==> src/rtl/bagen_pkg.sv <==
package bagen_pkg;
  localparam int OFS_W  = 16;
  localparam int BNK_W  = 8;
  localparam int ADDR_W = OFS_W + BNK_W;
  localparam int PAGE_W = OFS_W - 8;

  typedef enum logic [3:0] {
    UOP_NOP       = 4'd0,
    UOP_FETCH_OPC = 4'd1,
    UOP_FETCH_ARG = 4'd2,
    UOP_PEEK_PC   = 4'd3,
    UOP_RD        = 4'd4,
    UOP_RD_INC    = 4'd5,
    UOP_WR        = 4'd6,
    UOP_WR_INC    = 4'd7,
    UOP_WR_DEC    = 4'd8,
    UOP_PUSH      = 4'd9,
    UOP_PULL      = 4'd10,
    UOP_STK_TOUCH = 4'd11,
    UOP_MK_ABS    = 4'd12,
    UOP_MK_IDXIND = 4'd13,
    UOP_JMP_LONG  = 4'd14,
    UOP_JMP_SUB   = 4'd15
  } uop_e;

  typedef enum logic [1:0] {
    BUS_IDLE    = 2'd0,
    BUS_READ    = 2'd1,
    BUS_WRITE   = 2'd2,
    BUS_OPFETCH = 2'd3
  } bus_e;

  // Step the offset part of an address; the bank byte is carried unchanged.
  function automatic logic [ADDR_W-1:0] step_in_bank(input logic [ADDR_W-1:0] a,
                                                     input logic down);
    logic [OFS_W-1:0] ofs;
    ofs = down ? (a[OFS_W-1:0] - 1'b1) : (a[OFS_W-1:0] + 1'b1);
    return {a[ADDR_W-1:OFS_W], ofs};
  endfunction

  // Stack address: fixed page in emulation mode, full pointer otherwise.
  function automatic logic [ADDR_W-1:0] stack_addr(input logic [OFS_W-1:0] s,
                                                   input logic e,
                                                   input logic [PAGE_W-1:0] page);
    if (e) return {{BNK_W{1'b0}}, page, s[7:0]};
    return {{BNK_W{1'b0}}, s};
  endfunction

  function automatic logic [ADDR_W-1:0] idx_ind_addr(input logic [OFS_W-1:0] base,
                                                     input logic [OFS_W-1:0] x,
                                                     input logic narrow);
    logic [OFS_W-1:0] xm;
    xm = narrow ? {{PAGE_W{1'b0}}, x[7:0]} : x;
    return {{BNK_W{1'b0}}, base + xm};
  endfunction

  function automatic bus_e bus_kind(input uop_e op);
    case (op)
      UOP_FETCH_OPC:                                  return BUS_OPFETCH;
      UOP_FETCH_ARG, UOP_PEEK_PC, UOP_RD, UOP_RD_INC,
      UOP_PULL, UOP_STK_TOUCH:                        return BUS_READ;
      UOP_WR, UOP_WR_INC, UOP_WR_DEC, UOP_PUSH:       return BUS_WRITE;
      default:                                        return BUS_IDLE;
    endcase
  endfunction
endpackage

==> src/rtl/bagen_pc_unit.sv <==
module bagen_pc_unit
  import bagen_pkg::*;
#(
  parameter int PW = OFS_W,
  parameter int BW = BNK_W
) (
  input  logic          clk,
  input  logic          rst_n,
  input  logic          fire,
  input  uop_e          op,
  input  logic [PW+BW-1:0] operand,
  output logic [PW-1:0] pc,
  output logic [BW-1:0] pbank,
  output logic [PW-1:0] ret_pc,
  output logic          pc_advance
);
  assign pc_advance = fire && (op == UOP_FETCH_OPC || op == UOP_FETCH_ARG);

  always_ff @(posedge clk or negedge rst_n) begin
    if (!rst_n) begin
      pc     <= '0;
      pbank  <= '0;
      ret_pc <= '0;
    end else if (fire) begin
      case (op)
        UOP_FETCH_OPC, UOP_FETCH_ARG: pc <= pc + 1'b1;
        UOP_JMP_LONG: begin
          pbank <= operand[PW+BW-1:PW];
          pc    <= operand[PW-1:0];
        end
        UOP_JMP_SUB: begin
          ret_pc <= pc;
          pc     <= operand[PW-1:0];
        end
        default: ;
      endcase
    end
  end
endmodule

==> src/rtl/bagen_data_unit.sv <==
module bagen_data_unit
  import bagen_pkg::*;
(
  input  logic              clk,
  input  logic              rst_n,
  input  logic              fire,
  input  uop_e              op,
  input  logic [ADDR_W-1:0] operand,
  input  logic [OFS_W-1:0]  x_reg,
  input  logic              idx8,
  input  logic [BNK_W-1:0]  dbank,
  input  logic              load_en,
  input  logic [ADDR_W-1:0] load_addr,
  output logic [ADDR_W-1:0] data_addr,
  output logic              data_step
);
  logic [ADDR_W-1:0] nxt;

  assign data_step = fire && (op == UOP_RD_INC || op == UOP_WR_INC || op == UOP_WR_DEC);

  always_comb begin
    nxt = data_addr;
    if (fire) begin
      case (op)
        UOP_RD_INC, UOP_WR_INC: nxt = step_in_bank(data_addr, 1'b0);
        UOP_WR_DEC:             nxt = step_in_bank(data_addr, 1'b1);
        UOP_MK_ABS:             nxt = {dbank, operand[OFS_W-1:0]};
        UOP_MK_IDXIND:          nxt = idx_ind_addr(operand[OFS_W-1:0], x_reg, idx8);
        default: ;
      endcase
    end
    if (load_en) nxt = load_addr;
  end

  always_ff @(posedge clk or negedge rst_n) begin
    if (!rst_n) data_addr <= '0;
    else        data_addr <= nxt;
  end
endmodule

==> src/rtl/bagen_stack_unit.sv <==
module bagen_stack_unit
  import bagen_pkg::*;
#(
  parameter logic [OFS_W-1:0]  SP_RESET = 16'h01FF,
  parameter logic [PAGE_W-1:0] EMU_PAGE = 8'h01
) (
  input  logic              clk,
  input  logic              rst_n,
  input  logic              fire,
  input  uop_e              op,
  input  logic              load_en,
  input  logic [OFS_W-1:0]  load_sp,
  input  logic              load_emu,
  output logic [OFS_W-1:0]  sp,
  output logic              emu,
  output logic [ADDR_W-1:0] access_addr,
  output logic              sp_push,
  output logic              sp_pull
);
  logic [OFS_W-1:0] sp_up;

  assign sp_push = fire && (op == UOP_PUSH);
  assign sp_pull = fire && (op == UOP_PULL);
  assign sp_up   = sp + 1'b1;
  // Pull pre-increments, so its access uses the already advanced pointer.
  assign access_addr = stack_addr(sp_pull ? sp_up : sp, emu, EMU_PAGE);

  always_ff @(posedge clk or negedge rst_n) begin
    if (!rst_n) begin
      sp  <= SP_RESET;
      emu <= 1'b1;
    end else if (load_en) begin
      sp  <= load_sp;
      emu <= load_emu;
    end else if (sp_push) begin
      sp <= sp - 1'b1;
    end else if (sp_pull) begin
      sp <= sp_up;
    end
  end
endmodule

==> src/rtl/bus_addr_gen.sv <==
module bus_addr_gen
  import bagen_pkg::*;
(
  input  logic              clk,
  input  logic              rst_n,
  input  logic              uop_valid,
  input  logic [3:0]        uop,
  input  logic [ADDR_W-1:0] operand,
  input  logic [OFS_W-1:0]  x_reg,
  input  logic              idx8,
  input  logic [BNK_W-1:0]  dbank,
  input  logic              load_en,
  input  logic [ADDR_W-1:0] load_addr,
  input  logic [OFS_W-1:0]  load_sp,
  input  logic              load_emu,
  output logic [ADDR_W-1:0] bus_addr,
  output logic [1:0]        bus_type,
  output logic [OFS_W-1:0]  pc,
  output logic [BNK_W-1:0]  pbank,
  output logic [ADDR_W-1:0] data_addr,
  output logic [OFS_W-1:0]  sp,
  output logic              emu,
  output logic [OFS_W-1:0]  ret_pc
);
  uop_e              op;
  bus_e              kind;
  logic [ADDR_W-1:0] stk_addr;
  logic [ADDR_W-1:0] addr_nxt;
  logic              pc_advance, data_step, sp_push, sp_pull;

  assign op   = uop_e'(uop);
  assign kind = uop_valid ? bus_kind(op) : BUS_IDLE;

  bagen_pc_unit u_pc (
    .clk(clk), .rst_n(rst_n), .fire(uop_valid), .op(op), .operand(operand),
    .pc(pc), .pbank(pbank), .ret_pc(ret_pc), .pc_advance(pc_advance)
  );

  bagen_data_unit u_data (
    .clk(clk), .rst_n(rst_n), .fire(uop_valid), .op(op), .operand(operand),
    .x_reg(x_reg), .idx8(idx8), .dbank(dbank), .load_en(load_en),
    .load_addr(load_addr), .data_addr(data_addr), .data_step(data_step)
  );

  bagen_stack_unit u_stack (
    .clk(clk), .rst_n(rst_n), .fire(uop_valid), .op(op), .load_en(load_en),
    .load_sp(load_sp), .load_emu(load_emu), .sp(sp), .emu(emu),
    .access_addr(stk_addr), .sp_push(sp_push), .sp_pull(sp_pull)
  );

  always_comb begin
    addr_nxt = bus_addr;
    case (op)
      UOP_FETCH_OPC, UOP_FETCH_ARG, UOP_PEEK_PC: addr_nxt = {pbank, pc};
      UOP_RD, UOP_RD_INC, UOP_WR, UOP_WR_INC, UOP_WR_DEC: addr_nxt = data_addr;
      UOP_PUSH, UOP_PULL, UOP_STK_TOUCH: addr_nxt = stk_addr;
      default: ;
    endcase
    if (kind == BUS_IDLE) addr_nxt = bus_addr;
  end

  always_ff @(posedge clk or negedge rst_n) begin
    if (!rst_n) begin
      bus_addr <= '0;
      bus_type <= BUS_IDLE;
    end else begin
      bus_addr <= addr_nxt;
      bus_type <= kind;
    end
  end
endmodule

==> config.mk <==
export PLATFORM = sky130hd
export DESIGN_NAME = bus_addr_gen
export DESIGN_NICKNAME = d
export VERILOG_FILES = /design/src/rtl/bagen_pkg.sv /design/src/rtl/bagen_pc_unit.sv /design/src/rtl/bagen_data_unit.sv /design/src/rtl/bagen_stack_unit.sv /design/src/rtl/bus_addr_gen.sv
export SDC_FILE = /design/constraint.sdc
export NUM_CORES = 1
export LEC_CHECK = 0
export CAP_MARGIN = 20
export CORE_UTILIZATION = 49
export DETAILED_ROUTE_END_ITERATION = 10
export PLACE_DENSITY_LB_ADDON = 0.2
export SLEW_MARGIN = 0
export SYNTH_ARGS = -nofsm -noshare
export SYNTH_HDL_FRONTEND = slang
export SYNTH_SLANG_ARGS = --single-unit
==> constraint.sdc <==
create_clock -name clk -period 3.5 [get_ports clk]
set_clock_uncertainty 0.2 [all_clocks]
set_input_delay 0.875 -clock clk [delete_from_list [all_inputs] [get_ports clk]]
set_output_delay 0.875 -clock clk [all_outputs]
set_load 0.05 [all_outputs]
==> results.tsv, run 1 <==
stage	metric	value	unit
yosys	Post-synth EDFFs	0	
clock_tree	clk buf depth	2	
final_layout	layout cells sized above 1	11.3	%
global_route	grt ovf	0	
clock_tree	CTS tree	yes	
yosys	Synth area leader	dfrtp_1	
clock_tree	CTS root buffer	clkbuf_16	
placement	GP Congestion	0.940	
yosys	ys flop type	dfrtp_1	
final_layout	Final nets	1167	
global_route	Total GRT Usage	32.1	%
clock_tree	Worst-path clk slew	0.07	ns
timing	crit share post-route	93.5	%
detailed_routing	Avg Vias per Cell	6.12	
clock_tree	Num CTS Buffers	9	
global_route	pin count of the biggest net entering global routing	50	
timing	Post-Route Setup TNS	0	ns
setup_path	Crit. End Element	flop	
final_layout	most frequent cells in the layout	clkdlybuf4s50_1 (202), nand2_1 (102), dfrtp_1 (97)	
final_layout	Antenna Cells	0	
setup_path	Critical Path Fanout Max	5	
setup_path	critical path arrival	3.31	ns
placement	IO buf count	204	
detailed_routing	routed vias	7554	
yosys	Async SR Flop Fraction	100	%
yosys	Synth cell types	69	
final_layout	Area growth, synth to finish	38.5	%
placement	Placed Area	9570	sq um
die	Initial Util	50.6	%
final_layout	Util after Layout	70.2	%
final_layout	area occupied by multi-input gates	4140	sq um
timing	fmax	306	MHz
final_layout	fin area	9850	sq um
clock_tree	CTS Sinks	107	
timing	Final Hold Viols	0	
detailed_routing	DRT Pass-1 Iters	5	
run_status	run status	complete, no violations	
die	io pins	205	
timing	minimum clock period	3.27	ns
die	chip width	122	microns
global_route	GR met1 Demand/Resource	44.5	%
final_layout	fillers	1148	
timing	worst rel slew slack	58.1	%
power	VDD IR max	0.318	mV
setup_path	CP max stage cell	or4b_1	
die	num rows	43	
detailed_routing	final WL	23.7	mm
final_layout	Seq. cell area	2690	sq um
timing	Final Max Slew Viols	0	
detailed_routing	DRT iter0 DRCs	847	
global_route	initial antenna violation count	0	
yosys	yosys warns	0	
global_route	first-pass GRT wire length	36.4	mm
yosys	synthesized area	7110	sq um
final_layout	Finished Layout Cells	1234	
clock_tree	CTS resizes	0	
die	full die area	15000	sq um
clock_tree	H-Tree Depth	3	
global_route	vias in the first global route	6796	
min_path	Min-Delay Path Class	input port to asynchronous set/reset pin	
detailed_routing	Final ANT Viol Nets	0	
global_route	M3 GR Usage	7.39	%
clock_tree	Clock Latency Late Sink	0.36	ns
detailed_routing	Routed wire per std cell	19.2	microns
placement	DPL Wire Length	18.0	mm
setup_path	CP Cell Sequence	clkdlybuf4s50_1 > or4b_1 > xnor2_1 > ha_1 > nand2b_1 > nor3_1 > a41oi_1 > xnor2_1 > a221oi_1 > a21oi_1	
die	die span in y	122	microns
detailed_routing	Residual DRC	0	
timing	Final Setup Violations	0	
yosys	register area share after synthesis	37.8	%
power	leakage	4.04	nW
timing	worst setup margin	0.229	ns
yosys	Mapped Cells	838	
setup_path	Most Frequent Cell on Critical Path	xnor2_1	
yosys	post-synth top area share	34.1	%
run	Max Cap Viol	0	
die	Core ar.	14000	sq um
power	Tot Pwr	5.51	mW
yosys	#FFs+latches synth	107	
clock_tree	setup repair bufs after CTS	0	
setup_path	Worst Path Required	3.54	ns
clock_tree	cts hold-fix bufs	0	
timing	hold_ws	0.232	ns
setup_path	startpoint types	input port	
global_route	grt peak-use layer	met2	
placement	Inst Count DP	1218	
timing	RSZ-0062 raised after global routing	no	
yosys	syn avg cell area	8.49	sq um
setup_path	Worst Path Class, Setup	input port to flop	
final_layout	commonest non-fill, non-tap cell in the layout	clkdlybuf4s50_1	
global_route	met2 usage	48.6	%
yosys	Area contributors post-synth	dfrtp_1 (34%), a21oi_1 (5.4%), nand2_1 (5.4%)	
placement	pre-CTS setup slack	-0.148	ns
timing	Tightest Pin Transition	0.625	ns
power	PwrDens	559	nW/um^2
yosys	syn nets	956	
setup_path	CP max stage delay	0.59	ns
kinds of logic after synthesis:
kind of cell / after synthesis / synth area share [%]
flip-flops: 107 / 37.8
AO/OA/AOI/OAI: 253 / 22.7
AND/OR/NAND/NOR: 302 / 20.6
XOR/XNOR: 54 / 6.65
adder cells (fa/ha/maj): 20 / 3.62
multiplexers: 29 / 4.50
buffers and inverters: 73 / 4.08
state kept, by name, summed over array words and instances, names as in the netlist:
name,flops
u_pc.pbank,8
u_pc.ret_pc,16
bus_type,2
u_stack.sp,16
bus_addr,24
u_stack.emu,1
u_pc.pc,16
u_data.data_addr,24
area by class of cell:
type / instances / area share [%]
clock buffers: 11 / 2.46
clock inverters: 5 / 0.457
inverters: 14 / 0.533
multi-input cells: 658 / 42.0
flip-flops and latches: 107 / 27.3
well taps: 180 / 2.29
repair buffers: 259 / 25.0
worst paths after layout:
path	slack (ns)	end	start	cells past startpoint
max	0.23	u_data.data_addr[10]$_DFFE_PN0P_	uop[1]	10
min	0.23	u_pc.pc[5]$_DFFE_PN0P_	rst_n	1
max reg2reg	0.73	u_data.data_addr[9]$_DFFE_PN0P_	u_data.data_addr[3]$_DFFE_PN0P_	7
min reg2reg	0.28	u_pc.ret_pc[11]$_DFFE_PN0P_	u_pc.ret_pc[11]$_DFFE_PN0P_	2
max in group asynchronous	2.19	u_stack.sp[7]$_DFF_PN1_	rst_n	2
min in group clk	0.28	u_pc.ret_pc[11]$_DFFE_PN0P_	u_pc.ret_pc[11]$_DFFE_PN0P_	2
report_power, final:
part	switching, mW	internal (mW)
clock network	0.494	0.516
logic	1.66	0.955
registers	0.371	1.52
layer usage:
metal  up-vias  share of wire, %
met1      3564                43
li1       3508                 -
met3        64               9.7
met4         0               3.1
met2       418                45
met5         -                 0
synth_stat cells (all sizes together) (2+ instances only):
library cell  count
nor4              7
or4b              2
nor4b             3
o22ai            18
a32oi            18
a31oi            16
a221oi           11
clkbuf           49
nand2           103
o21ai            59
a21o              5
or4               4
buf              10
and3             20
nand3            20
or2               3
a211oi            4
o31ai             8
xor2             24
o311ai            2
and2              4
mux2             24
nor3             14
nand3b            2
xnor2            30
o2111ai           2
nor2             72
mux2i             5
and4              3
nor3b             2
o21a              2
inv              13
nand2b           13
a22oi            13
o221ai            2
o311a             2
dfstp            10
dfrtp            97
a21oi            78
ha               19
nand4            11
nor2b            11
o211ai            2
or3               7
critical path, delay by kind of cell:
family / cells / cell delay, ns
adders and majority gates: 1 / 0.22
AOI/OAI and AO/OA: 3 / 0.44
buffers and inverters: 1 / 0.41
xor gates and xnor gates: 2 / 0.33
and+or+nand+nor: 3 / 1.03
Note: power is estimated with default switching activity, not from simulation.
==> run 2: changes to the inputs <==
--- a/config.mk
+++ b/config.mk
@@ -6,8 +6,9 @@
 export NUM_CORES = 1
 export LEC_CHECK = 0
 export CAP_MARGIN = 20
-export CORE_UTILIZATION = 49
+export CORE_UTILIZATION = 41
 export DETAILED_ROUTE_END_ITERATION = 10
+export MAX_ROUTING_LAYER = met4
 export PLACE_DENSITY_LB_ADDON = 0.2
 export SLEW_MARGIN = 0
 export SYNTH_ARGS = -nofsm -noshare
==> results.tsv, run 2 (same netlist as run 1, synthesis figures left out) <==
stage	metric	value	unit
run_status	run status	complete, no violations	
final_layout	layout cells sized above 1	12.1	%
global_route	first-pass GRT wire length	37.4	mm
final_layout	Final nets	1175	
final_layout	Antenna Cells	0	
setup_path	CP Cell Sequence	clkdlybuf4s50_1 > or4b_1 > xnor2_1 > ha_1 > nand2b_1 > buf_4 > o21ai_0 > xor2_1 > a222oi_1 > o21ai_0	
die	num rows	47	
setup_path	largest delay contributor family on the critical path	simple AND/OR/NAND/NOR gates	
placement	DPL Wire Length	17.9	mm
min_path	Min-Delay Path Class	flop to flop	
final_layout	fin area	9980	sq um
global_route	vias in the first global route	6981	
power	VDD IR max	0.517	mV
clock_tree	Num CTS Buffers	9	
die	die span in y	134	microns
setup_path	Worst R2R Start	u_data.data_addr[3]$_DFFE_PN0P_	
power	PwrDens	553	nW/um^2
global_route	Total GRT Usage	27.8	%
run	Max Cap Viol	0	
die	chip width	134	microns
setup_path	Worst Path Class, Setup	input port to flop	
setup_path	Most Frequent Cell on Critical Path	o21ai_0	
setup_path	Buf/Inv on CP	2	
timing	crit share post-route	96.1	%
timing	RSZ-0062 raised after global routing	no	
min_path	hold path cells	2	
clock_tree	H-Tree Depth	3	
timing	minimum clock period	3.36	ns
final_layout	most frequent cells in the layout	clkdlybuf4s50_1 (202), nand2_1 (102), dfrtp_1 (97)	
detailed_routing	Final ANT Viol Nets	0	
global_route	pin count of the biggest net entering global routing	62	
setup_path	FF-to-FF setup slack	0.65	ns
clock_tree	CTS tree	yes	
detailed_routing	DRT iter0 DRCs	715	
clock_tree	cts hold-fix bufs	0	
setup_path	R2R depth	7	
final_layout	fillers	1504	
die	full die area	17900	sq um
placement	Inst Count DP	1266	
setup_path	Setup crit start	uop[1]	
clock_tree	CTS Sinks	107	
final_layout	Finished Layout Cells	1282	
setup_path	critical path arrival	3.40	ns
setup_path	Critical Path Fanout Max	4	
power	leakage	4.08	nW
detailed_routing	Residual DRC	0	
global_route	grt ovf	0	
detailed_routing	DRT Pass-1 Iters	5	
setup_path	CP max stage cell	or4b_1	
clock_tree	Worst-path clk slew	0.08	ns
min_path	HP Start	u_pc.ret_pc[11]$_DFFE_PN0P_	
clock_tree	clk buf depth	2	
min_path	Worst Hold End	u_pc.ret_pc[11]$_DFFE_PN0P_	
timing	Final Setup Violations	0	
final_layout	commonest non-fill, non-tap cell in the layout	clkdlybuf4s50_1	
detailed_routing	Routed wire per std cell	18.4	microns
clock_tree	CTS resizes	0	
setup_path	Worst Path Required	3.54	ns
timing	Final Hold Viols	0	
die	Initial Util	42.4	%
detailed_routing	routed vias	7261	
detailed_routing	final WL	23.6	mm
placement	IO buf count	204	
clock_tree	CTS root buffer	clkbuf_16	
clock_tree	Clock Latency Late Sink	0.36	ns
placement	Placed Area	9680	sq um
die	Core ar.	16800	sq um
final_layout	top flop regs	bus_addr x24, u_data.data_addr x24	
setup_path	reg2reg end	u_data.data_addr[9]$_DFFE_PN0P_	
setup_path	startpoint types	input port	
timing	Tightest Pin Transition	1.03	ns
clock_tree	setup repair bufs after CTS	0	
die	io pins	205	
timing	fmax	297	MHz
placement	GP Congestion	0.936	
global_route	initial antenna violation count	0	
setup_path	CP max stage delay	0.59	ns
timing	worst rel slew slack	31.1	%
detailed_routing	Avg Vias per Cell	5.66	
final_layout	Area growth, synth to finish	40.3	%
setup_path	Crit. End Element	flop	
timing	Final Max Slew Viols	0	
==> run 2: cell count changes in the layout (fill, tap and decap cells not counted), sizes merged <==
cell,previous run,this run
inv,16,14
clkinv,3,5
buf,57,65
==> run 2: through the flow <==
step	total power [mW]	setup WS (ns)	TNS, ns	hold slack, ns	util, %
after global placement	4.47	-0.0665	-0.219	0.264	57.7
after detailed placement	4.50	-0.136	-0.562	0.280	57.7
after CTS	5.54	0.234	0	0.298	59.5
final	5.52	0.137	0	0.293	59.5
after global routing	5.79	0.0525	0	0.327	59.5
after floorplan	3.46	0.154	0	0.379	-
==> run 2: how the worst max path moves through the flow <==
stage	endpoint	cells past startpoint
global placement	u_data.data_addr[12]$_DFFE_PN0P_	10
global route	u_data.data_addr[12]$_DFFE_PN0P_	10
detailed placement	u_data.data_addr[2]$_DFFE_PN0P_	10
finish	u_data.data_addr[2]$_DFFE_PN0P_	10
floorplan	u_data.data_addr[10]$_DFFE_PN0P_	11
CTS	u_data.data_addr[2]$_DFFE_PN0P_	10
==> run 2: final cells by class <==
type,instances,area [sq um],share of cell area (%)
Sequential cell,107,2690,27.0
Tap cell,220,275,2.76
Multi-Input combinational cell,658,4140,41.5
Timing Repair Buffer,267,2520,25.3
Inverter,14,52.6,0.527
Clock buffer,11,253,2.53
Clock inverter,5,47.5,0.476
==> run 2: tightest hold or removal path, cell delays in order, from the launching register on <==
cell,delay (ns)
dfrtp_1,0.35
nand2_1,0.05
o21ai_0,0.06
==> run 2: where the power goes <==
part           switching (mW)  total, mW  internal [mW]  leakage (nW)
sequential              0.357       1.87           1.52          1.26
clock                   0.498       1.03          0.533         0.149
combinational            1.66       2.61          0.957          2.67
total                    2.51       5.52           3.01          4.08
==> run 2: per-layer routing <==
metal	up-vias	routed length, microns	GRT usage (%)	share of wire, %
li1	3504	-	-	-
met1	3390	11000	38.8	47
met2	332	10200	40.7	43
met3	35	1840	4.83	7.8
met4	0	515	8.78	2.2
met5	-	0	-	0
==> run 3: changes to the inputs <==
--- a/config.mk
+++ b/config.mk
@@ -13,4 +13,5 @@
 export SLEW_MARGIN = 0
 export SYNTH_ARGS = -nofsm -noshare
 export SYNTH_HDL_FRONTEND = slang
+export SYNTH_HIERARCHICAL = 1
 export SYNTH_SLANG_ARGS = --single-unit
==> constraint.sdc (replaced) <==
create_clock -name clk -period 3.44 [get_ports clk]
set_clock_uncertainty 0.2 [all_clocks]
set_input_delay 0.86 -clock clk [delete_from_list [all_inputs] [get_ports clk]]
set_output_delay 0.86 -clock clk [all_outputs]
set_load 0.05 [all_outputs]
==> results.tsv, run 3 <==
stage	metric	value	unit
setup_path	CP Cell Sequence	clkdlybuf4s50_1 > or4b_4 > buf_4 > nor3_4 > nand3_1 > xor2_1 > nor3_1 > a2111oi_1 > buf_4 > o22ai_1	
final_layout	layout cells sized above 1	19.3	%
run_status	run status	complete, no violations	
power	Sw Pwr	2.81	mW
clock_tree	Clock Latency Late Sink	0.36	ns
global_route	initial antenna violation count	0	
timing	minimum clock period	3.35	ns
timing	Final Max Slew Viols	0	
final_layout	Final nets	1350	
setup_path	CP max stage delay	0.59	ns
detailed_routing	Avg Vias per Cell	5.87	
global_route	vias in the first global route	8328	
global_route	grt ovf	0	
detailed_routing	final WL	29.7	mm
power	PwrDens	518	nW/um^2
timing	RSZ-0062 raised after global routing	no	
setup_path	Worst Path Class, Setup	input port to flop	
clock_tree	Worst-path clk slew	0.07	ns
yosys	Mapped Cells	981	
die	full die area	21500	sq um
global_route	first-pass GRT wire length	46.6	mm
detailed_routing	routed vias	8838	
final_layout	Area growth, synth to finish	36.0	%
die	io pins	205	
die	chip width	147	microns
power	VDD IR max	0.468	mV
setup_path	CP max stage cell	or4b_4	
detailed_routing	DRT Pass-1 Iters	5	
setup_path	critical path arrival	3.38	ns
final_layout	Antenna Cells	0	
power	sw frac	46.6	%
clock_tree	CTS root buffer	clkbuf_16	
power	leakage	4.77	nW
placement	Inst Count DP	1491	
setup_path	startpoint types	input port	
clock_tree	CTS Sinks	107	
detailed_routing	Routed wire per std cell	19.7	microns
yosys	synthesized area	8570	sq um
placement	GP Congestion	0.901	
detailed_routing	Residual DRC	0	
global_route	pin count of the biggest net entering global routing	52	
power	Clk pwr share	17.2	%
yosys	yosys warns	6	
final_layout	Finished Layout Cells	1506	
timing	worst rel slew slack	48.8	%
die	Initial Util	42.1	%
final_layout	commonest non-fill, non-tap cell in the layout	clkdlybuf4s50_1	
timing	hold_ws	0.284	ns
min_path	Min-Delay Path Class	input port to asynchronous set/reset pin	
setup_path	Critical Path Fanout Max	11	
final_layout	most frequent cells in the layout	clkdlybuf4s50_1 (201), buf_4 (106), dfrtp_1 (97)	
setup_path	Crit. End Element	flop	
clock_tree	clk buf depth	2	
yosys	syn avg cell area	8.73	sq um
final_layout	Util after Layout	57.2	%
clock_tree	cts hold-fix bufs	0	
final_layout	top flop regs	bus_addr x24, u_data/data_addr x24	
die	num rows	52	
power	P_int	3.22	mW
setup_path	Most Frequent Cell on Critical Path	buf_4	
global_route	Total GRT Usage	28.5	%
detailed_routing	Final ANT Viol Nets	0	
detailed_routing	DRT iter0 DRCs	701	
clock_tree	CTS tree	yes	
timing	Tightest Pin Transition	0.767	ns
power	Sequential Power Share	32.7	%
setup_path	largest delay contributor family on the critical path	simple AND/OR/NAND/NOR gates	
timing	crit share post-route	97.2	%
timing	Post-Route Setup TNS	0	ns
timing	Final Setup Violations	0	
placement	DPL Wire Length	22.3	mm
power	combinational power share	50.1	%
die	Core ar.	20400	sq um
run	Max Cap Viol	0	
placement	IO buf count	204	
die	die span in y	147	microns
timing	fmax	299	MHz
timing	Final Hold Viols	0	
clock_tree	Num CTS Buffers	9	
setup_path	Worst Path Required	3.47	ns
setup_path	Buf/Inv on CP	3	
clock_tree	H-Tree Depth	3	
-- run 3: power by group through the flow --
stage	Combinational (mW)	Sequential, mW	Clock, mW
floorplan	0.944	2.83	0
global placement	2.98	1.99	0
global route	3.19	2.02	1.11
finish	3.03	1.97	1.04
CTS	3.01	1.97	1.07
detailed placement	3.00	1.99	0
-- run 3: final timing paths --
check                      cells past startpoint  slack, ns                       startpoint                               end
min reg2reg                                    2       0.29       u_pc/ret_pc[3]$_DFFE_PN0P_        u_pc/ret_pc[3]$_DFFE_PN0P_
max in group asynchronous                      2       2.04                            rst_n           u_stack/sp[1]$_DFF_PN1_
min in group clk                               2       0.29       u_pc/ret_pc[3]$_DFFE_PN0P_        u_pc/ret_pc[3]$_DFFE_PN0P_
max                                           10       0.09                           uop[0]  u_data/data_addr[15]$_DFFE_PN0P_
max reg2reg                                    8       0.62  u_data/data_addr[2]$_DFFE_PN0P_  u_data/data_addr[15]$_DFFE_PN0P_
min                                            1       0.28                            rst_n          u_stack/sp[11]$_DFF_PN0_
-- run 3: what timing repair did --
| action | in CTS | in global routing |
|---|---|---|
| gates resized for setup | 0 | 8 |
| endpoints found under the setup margin | 0 | 6 |
| setup buffers | 0 | 0 |
-- run 3: worst reg2reg max path: stages, from the launching register on --
cell and delay, ns:
dfrtp_1 0.54, or4_4 0.60, o31a_1 0.27, o22ai_2 0.15
buf_4 0.16, nor3_1 0.05, a2111oi_1 0.47, buf_4 0.19
o22ai_1 0.06
-- run 3: stage by stage --
step | total power [mW] | instance area [sq um] | worst slack, ns
after global routing | 6.31 | 11700 | 0.00620
after detailed placement | 4.99 | 11300 | -0.317
after floorplan | 3.78 | 8590 | 0.0309
after CTS | 6.05 | 11600 | 0.0544
after global placement | 4.97 | 11300 | -0.284
final | 6.04 | 11700 | 0.0949
-- run 3: layout make-up --
| class | count | area (sq um) |
|---|---|---|
| clock buffers | 10 | 239 |
| fillers | 1898 | 8710 |
| multi-input cells | 759 | 5290 |
| repair buffers | 313 | 2890 |
| well taps | 270 | 338 |
| flip-flops and latches | 107 | 2690 |
| clock inverters | 5 | 46.3 |
| inverters | 42 | 158 |
-- run 3: metal layers --
metal,track usage (%),wire [microns],vias to the layer above
li1,-,-,4166
met1,38.6,13300,4272
met2,43.6,13800,357
met3,3.94,1800,43
met4,9.64,801,0
met5,-,0,-
